<file path="src/rtl/epg_pkg.sv">
package epg_pkg;

  typedef struct packed {
    logic new_hit;    // a flag tagged as new-bank is pending
    logic other_hit;  // a flag not tied to a new bank is pending
    logic line;       // enabled interrupt present
  } epg_irq_sum_t;

endpackage

</file>
<file path="src/rtl/epg_gate_bit.sv">
module epg_gate_bit (
  input  logic clk,
  input  logic rst,
  input  logic set_i,
  input  logic clr_i,
  output logic gate_o
);

  always_ff @(posedge clk) begin
    if (rst)        gate_o <= 1'b0;
    else if (clr_i) gate_o <= 1'b0;
    else if (set_i) gate_o <= 1'b1;
  end

endmodule

</file>
<file path="src/rtl/epg_irq_sort.sv">
module epg_irq_sort
  import epg_pkg::*;
#(
  parameter int          NUM_IRQ       = 8,
  parameter logic [NUM_IRQ-1:0] NEW_BANK_MASK = '0
) (
  input  logic [NUM_IRQ-1:0] flag_i,
  input  logic [NUM_IRQ-1:0] en_i,
  output epg_irq_sum_t       sum_o
);

  logic [NUM_IRQ-1:0] new_vec;
  logic [NUM_IRQ-1:0] oth_vec;
  logic [NUM_IRQ-1:0] en_vec;

  for (genvar i = 0; i < NUM_IRQ; i++) begin : g_src
    if (NEW_BANK_MASK[i]) begin : g_new
      assign new_vec[i] = flag_i[i];
      assign oth_vec[i] = 1'b0;
    end else begin : g_oth
      assign new_vec[i] = 1'b0;
      assign oth_vec[i] = flag_i[i];
    end
    assign en_vec[i] = flag_i[i] & en_i[i];
  end

  always_comb begin
    sum_o.new_hit   = |new_vec;
    sum_o.other_hit = |oth_vec;
    sum_o.line      = |en_vec;
  end

endmodule

</file>
<file path="src/rtl/epg_bank_walker.sv">
module epg_bank_walker #(
  parameter int NUM_BANKS  = 2,
  parameter int BANK_WORDS = 512,
  localparam int BANK_W = (NUM_BANKS > 1) ? $clog2(NUM_BANKS) : 1,
  localparam int OFF_W  = $clog2(BANK_WORDS)
) (
  input  logic                 clk,
  input  logic                 rst,
  input  logic                 req_q_i,   // request currently presented
  input  logic                 start_i,   // request asserted for next cycle
  input  logic                 beat_i,
  output logic                 last_o,    // final beat of bank taken now
  output logic                 active_o,  // current bank has begun
  output logic [BANK_W-1:0]    bank_o,
  output logic [OFF_W-1:0]     off_o,
  output logic                 done_o,
  output logic [NUM_BANKS-1:0] release_o
);

  localparam logic [OFF_W-1:0]  LAST_OFF = OFF_W'(BANK_WORDS - 1);
  localparam logic [BANK_W-1:0] LAST_BNK = BANK_W'(NUM_BANKS - 1);

  logic take;
  assign take   = beat_i & req_q_i;
  assign last_o = take & (off_o == LAST_OFF);

  always_ff @(posedge clk) begin
    if (rst) begin
      bank_o    <= '0;
      off_o     <= '0;
      active_o  <= 1'b0;
      done_o    <= 1'b0;
      release_o <= '0;
    end else begin
      done_o    <= last_o;
      release_o <= '0;
      if (last_o) begin
        off_o           <= '0;
        active_o        <= 1'b0;
        release_o[bank_o] <= 1'b1;
        bank_o          <= (bank_o == LAST_BNK) ? '0 : bank_o + 1'b1;
      end else begin
        if (take)    off_o    <= off_o + 1'b1;
        if (start_i) active_o <= 1'b1;
      end
    end
  end

endmodule

</file>
<file path="src/rtl/ep_dma_gate.sv">
module ep_dma_gate
  import epg_pkg::*;
#(
  parameter int NUM_IRQ    = 8,
  parameter int NUM_BANKS  = 2,
  parameter int BANK_WORDS = 512,
  parameter logic [NUM_IRQ-1:0] NEW_BANK_MASK = 8'h0F,
  localparam int BANK_W = (NUM_BANKS > 1) ? $clog2(NUM_BANKS) : 1,
  localparam int OFF_W  = $clog2(BANK_WORDS)
) (
  input  logic                 clk,
  input  logic                 rst,
  input  logic                 gate_set,
  input  logic                 gate_clr,
  input  logic [NUM_IRQ-1:0]   irq_flag,
  input  logic [NUM_IRQ-1:0]   irq_en,
  input  logic [NUM_BANKS-1:0] bank_ready,
  input  logic                 dma_beat,
  output logic                 dma_req,
  output logic [BANK_W-1:0]    dma_bank,
  output logic [OFF_W-1:0]     dma_offset,
  output logic                 dma_done,
  output logic [NUM_BANKS-1:0] bank_release,
  output logic                 gate_on,
  output logic                 ep_irq
);

  epg_irq_sum_t sum;
  logic         last, active, req_nxt, cur_ready;

  epg_gate_bit u_gate (
    .clk(clk), .rst(rst), .set_i(gate_set), .clr_i(gate_clr), .gate_o(gate_on)
  );

  epg_irq_sort #(.NUM_IRQ(NUM_IRQ), .NEW_BANK_MASK(NEW_BANK_MASK)) u_sort (
    .flag_i(irq_flag), .en_i(irq_en), .sum_o(sum)
  );

  epg_bank_walker #(.NUM_BANKS(NUM_BANKS), .BANK_WORDS(BANK_WORDS)) u_walk (
    .clk(clk), .rst(rst), .req_q_i(dma_req), .start_i(req_nxt),
    .beat_i(dma_beat), .last_o(last), .active_o(active),
    .bank_o(dma_bank), .off_o(dma_offset), .done_o(dma_done),
    .release_o(bank_release)
  );

  assign cur_ready = bank_ready[dma_bank];

  // Begun bank: only non-new-bank flags pause it. Fresh bank: any flag holds it.
  always_comb begin
    if (last)        req_nxt = 1'b0;
    else if (active) req_nxt = cur_ready & ~(gate_on & sum.other_hit);
    else             req_nxt = cur_ready & ~(gate_on & (sum.other_hit | sum.new_hit));
  end

  always_ff @(posedge clk) begin
    if (rst) begin
      dma_req <= 1'b0;
      ep_irq  <= 1'b0;
    end else begin
      dma_req <= req_nxt;
      ep_irq  <= sum.line;
    end
  end

endmodule

</file>
<file path="config.mk">
export PLATFORM = sky130hd
export DESIGN_NAME = ep_dma_gate
export DESIGN_NICKNAME = d
export VERILOG_FILES = /design/src/rtl/epg_pkg.sv /design/src/rtl/epg_gate_bit.sv /design/src/rtl/epg_irq_sort.sv /design/src/rtl/epg_bank_walker.sv /design/src/rtl/ep_dma_gate.sv
export SDC_FILE = /design/constraint.sdc
export NUM_CORES = 1
export LEC_CHECK = 0
export BUFFER_PORTS_ARGS = -buffer_cell sky130_fd_sc_hd__buf_4
export CAP_MARGIN = 20
export CELL_PAD_IN_SITES_DETAIL_PLACEMENT = 1
export CELL_PAD_IN_SITES_GLOBAL_PLACEMENT = 1
export CORE_AREA = 2 2 53 55
export DETAILED_ROUTE_END_ITERATION = 10
export DIE_AREA = 0 0 55 57
export PLACE_DENSITY_LB_ADDON = 0.1
export SKIP_LAST_GASP = 1
export SLEW_MARGIN = 20
export SYNTH_ARGS = -nofsm -noshare
export SYNTH_HDL_FRONTEND = slang
export SYNTH_SLANG_ARGS = --single-unit
export TNS_END_PERCENT = 5
</file>
<file path="constraint.sdc">
create_clock -name clk -period 1.8 [get_ports clk]
set_input_delay 0.09 -clock clk [delete_from_list [all_inputs] [get_ports clk]]
set_output_delay 0.09 -clock clk [all_outputs]
set_load 0.005 [all_outputs]
</file>
After elaboration in Yosys (flattened, before gate mapping)
Index checks and enable logic that the tools add are counted.

operators by class
  add/subtract/negate cells = 2
  $lt $le $gt $ge = 2
  eq/ne operators = 1
  multiplexer cells = 7
  bitwise operators = 18
  reduce and logical (&&, ||, !) cells = 7

operators by type and width
  operator             number
  $and 1x1->1          14
  $add 9x1->9 const B  1
  $eq 9x9->1 const B   1
  $reduce_or 4->1      2
  $reduce_or 8->1      1
  $mux 1               6
  $reduce_or 2->1      3
  $not 1->1            3
  $lt 1x2->1 const B   1
  $add 1x1->1 const B  1
  $demux 1 s1          1
  $ge 1x1->1 const B   1
  $logic_and 1x1->1    1
  $or 1x1->1           1

storage, ports and cells
  register bits = 17
  word-level logic and storage cells = 45

Logic depth before layout (Yosys ltp)
  word-level depth = 7
  depth in mapped cells = 7
  depth with buffers taken out = 7

By module
From an unflattened synthesis, not the netlist that was laid out.

unflattened totals
  cells, all modules = 84
  area total of the unflattened synthesis = 792.0 um2

by module, submodules not included
  module           times used  cells each  area each (um2)  sequential area each (um2)
  epg_bank_walker  1           66          611.8            280.3
  ep_dma_gate      1           8           95.1             40.0
  epg_irq_sort     1           7           51.3             0.0
  epg_gate_bit     1           3           33.8             20.0

Worst setup path before layout
Ideal clock, no wire load.

  path kind = register to register
  start point = register u_walk.off_o[0]
  end point = register u_walk.off_o[0]
  setup time = 126 ps
  arrival time = 1511 ps
  data required time = 1674 ps
  setup slack = 163 ps
  cell stages (with the launch flop) = 8
  cells stage by stage = dfxtp_1 -> ha_1 -> nand2_1 -> nor3_1 -> ha_1 -> a31o_2 -> clkbuf_1 -> nor2_1

between the ends
  word-level cells in the longest chain between the ends = 3
  elaborated cells between the ends (all ways) = 4
  classes of those cells = 1 x add/sub; 1 x eq/ne; 1 x bitwise; 1 x reduce/logical

RTL lines
  item                                                 RTL line               text
  from (decl)                                          epg_bank_walker.sv:15  output logic [OFF_W-1:0] off_o,
  from (signal assigned)                               epg_bank_walker.sv:43  if (take) off_o <= off_o + 1'b1;
  branches (longest 3 deep; another with $add 9x1->9)  n/a

Parallel ways; which one is timed is not known.
A chain may end at the register's enable or synchronous reset.

Final worst setup path
  start point = register u_walk.off_o[1]
  end point = register u_walk.off_o[8]

Same word-level chain as after synthesis.

==> impl_metrics.json <==
{
  "vias_per_cell": 5.06,
  "fp.dieH_um": 57,
  "maxSlewViolCount": 0,
  "finClkSkew_ns": 0.0105,
  "start_kind": "flip-flop",
  "wirelength_um": 2050,
  "tns_ns": 0,
  "p_per_area_mw_per_mm2": 612,
  "areaGrowthSynthToFinish_pct": 47.1,
  "whs_path_depth": 2,
  "antenna_found_initial": 0,
  "post-cts-setup-buffers": 0,
  "ctsHtreeMaxLevel": 1,
  "final_layout_size_suffix_gt1_frac": 0.426,
  "final_hold_viol_count": 0,
  "grt_first_pass_wirelength_um": 3140,
  "first_iter_violations": 9,
  "peakVddDrop_mv": 0.391,
  "die_w_um": 55,
  "gp_congestion": 0.692,
  "reg2reg_depth": 6,
  "syn-num-nets": 105,
  "cp_cell_sequence": "ha_1 -> nand2_1 -> nor3_1 -> ha_1 -> a31o_2 -> a21oi_1",
  "drt-pass1-iter-count": 2,
  "grt_usage": 0.139,
  "worstMarginPinSlew_ns": 0.377,
  "clock_latency_ns": 0.29,
  "numCtsBuffers": 3,
  "diodes": 0,
  "worst_path_largest_cell_delay_ns": 0.35,
  "nets": 148,
  "clockBufferDepth": 2,
  "hp-class": "in -> reg",
  "vias": 774,
  "crit-reg2reg-launch": "u_walk.off_o[1]$_SDFFE_PP0P_",
  "ys_types": 32,
  "cts.repair.resized": 0,
  "ant_nets": 0,
  "total_leakage_power_uw": 0.000479,
  "drc": 0,
  "core_area_mm2": 0.00262,
  "syn_inst": 80,
  "path_class": "reg -> reg",
  "holdBufCountCts": 1,
  "grt_max_degree": 11,
  "cts-root-buf": "clkbuf_4",
  "crit_family": "adder cells",
  "whs_endpoint": "ep_irq$_SDFF_PP0_",
  "io_buffer_count": 38,
  "rr_endpoint": "u_walk.off_o[8]$_SDFFE_PP0P_",
  "first_global_vias": 717,
  "setup_viol": 0,
  "min_period_ns": 1.55,
  "ys_ff_latch": 17,
  "avgSynthCellArea_um2": 9.49,
  "cap_violations": 0,
  "cts_sinks": 17,
  "worstPathArrival_ns": 1.74,
  "holdCritStartpoint": "rst",
  "hold_slack_ns": 0.0310,
  "cpMostUsedCell": "ha_1",
  "pin_count": 39,
  "cp.required_ns": 1.98,
  "synthesis.area_um2": 759,
  "ys_seq_area_frac": 0.448,
  "hpwlAfterDp_um": 1600,
  "endpoint_kind": "flip-flop",
  "crit_fanout": 9,
  "r2r_setup_slack_ns": 0.25,
  "cp_slowest_cell": "dfxtp_1",
  "final.fill_count": 324,
  "max_freq_ghz": 0.644,
  "clk_transition_reported_paths_ns": 0.11,
  "start_util": 0.290,
  "grt_setup_unrepaired": "false",
  "wire_per_inst_um": 13.4,
  "grt_overflow": 0,
  "timing.slew.headroom": 0.748,
  "tritoncts": "yes",
  "worst-path-buf-inv": 0,
  "post-route-period-util": 0.862,
  "rows": 19,
  "ys_warn_count": 0,
  "status": "finished clean",
  "dieArea_mm2": 0.00314
}
[metal layers]
| metal | track usage | up-vias | share of wire |
|---|---|---|---|
| met2 | 0.236 | 24 | 0.51 |
| met5 | 0 | - | 0 |
| li1 | - | 386 | - |
| met3 | 0.0471 | 2 | 0.080 |
| met4 | 0.0627 | 0 | 0.0083 |
| met1 | 0.151 | 362 | 0.40 |
[how the worst max path moves through the flow]
stage / start / end / slack (ns) / cells past startpoint
after detailed placement: u_walk.off_o[3]$_SDFFE_PP0P_ / u_walk.off_o[7]$_SDFFE_PP0P_ / 0.27 / 5
after CTS: u_walk.off_o[3]$_SDFFE_PP0P_ / u_walk.off_o[8]$_SDFFE_PP0P_ / 0.25 / 5
after floorplan: u_walk.off_o[0]$_SDFFE_PP0P_ / u_walk.off_o[0]$_SDFFE_PP0P_ / 0.16 / 7
final: u_walk.off_o[1]$_SDFFE_PP0P_ / u_walk.off_o[8]$_SDFFE_PP0P_ / 0.25 / 6
after global placement: u_walk.off_o[3]$_SDFFE_PP0P_ / u_walk.off_o[0]$_SDFFE_PP0P_ / 0.30 / 5
after global routing: u_walk.off_o[1]$_SDFFE_PP0P_ / u_walk.release_o[1]$_SDFF_PP0_ / 0.11 / 6
[power breakdown]
| part | internal [uW] | leakage (uW) | switching (uW) |
|---|---|---|---|
| registers | 384 | 0.000138 | 7.62 |
| logic | 54.1 | 0.000323 | 34.2 |
| clock network | 82.5 | 0.0000177 | 121 |
| total | 521 | 0.000479 | 163 |
[cells in the mapped netlist, drive strengths merged]
master	number	share of area
nor3b	1	0.0099
ha	2	0.033
xor2	1	0.012
dfxtp	17	0.45
or4	2	0.020
mux2i	1	0.013
nor2	3	0.015
nand2b	1	0.0082
a31oi	1	0.0082
nand3	4	0.033
nor4	1	0.0082
nand2	8	0.040
a22oi	4	0.040
clkbuf	2	0.0099
and2	1	0.0082
nor3	3	0.020
o31ai	3	0.030
xnor2	1	0.012
or3	3	0.028
nand4	1	0.028
o21ai	4	0.026
o41ai	1	0.012
a21oi	7	0.046
a41oi	1	0.012
a31o	2	0.023
buf	2	0.025
inv	1	0.0049
nor4b	1	0.020
a21o	1	0.0099
[placed cells by master (no fill, tap or decap)]
cell	n
a22oi_1	4
a21oi_1	7
or3_2	2
a21o_1	1
ha_1	2
a41oi_1	1
dlygate4sd3_1	1
nor4_1	1
o21ai_0	4
a31oi_1	1
buf_4	41
a31o_2	2
xor2_1	1
nor4b_2	1
nand4_4	1
nand3_2	1
inv_1	1
nand3_1	3
dfxtp_1	17
nor3_1	3
or4_1	2
mux2i_1	1
o41ai_1	1
or3_1	1
nor2_1	3
o31ai_1	3
xnor2_1	1
nor3b_1	1
nand2_1	8
and2_1	1
clkbuf_4	3
clkinv_2	1
nand2b_1	1
[cell families (layout without fill, tap and decap cells)]
logic type / after synthesis / in the layout / synth area share
AOI/OAI and AO/OA: 24 / 24 / 0.206
xor gates and xnor gates: 2 / 2 / 0.0231
adders and majority gates: 2 / 2 / 0.0329
buffers and inverters: 5 / 47 / 0.0395
DFF: 17 / 17 / 0.448
muxes: 1 / 1 / 0.0132
and+or+nand+nor: 29 / 29 / 0.237
[layout make-up]
type                       count  area, um^2  share of cell area
multi-input combinational     58         389               0.348
sequential                    17         340               0.305
inverter                       1        3.75             0.00336
tap                           31        38.8              0.0347
clock buffer                   3        22.5              0.0202
clock inverter                 1        5.00             0.00448
timing repair buffer          42         318               0.284
[registers in the layout, summed over array words and instances, names as in the netlist]
name / count
u_walk.release_o: 2
ep_irq: 1
u_walk.active_o: 1
u_walk.off_o: 9
dma_req: 1
u_walk.done_o: 1
u_gate.gate_o: 1
u_walk.bank_o: 1
[stage by stage]
step	utilization	instance area, um^2	setup WS (ns)	total power, uW	cells
floorplan	-	759	0.163	433	80
global placement	0.413	1080	0.301	486	148
detailed placement	0.413	1080	0.271	488	148
CTS	0.427	1120	0.248	700	153
global route	0.427	1120	0.105	734	153
finish	0.427	1120	0.248	684	153
No activity file was read; power rests on OpenSTA's default activity.
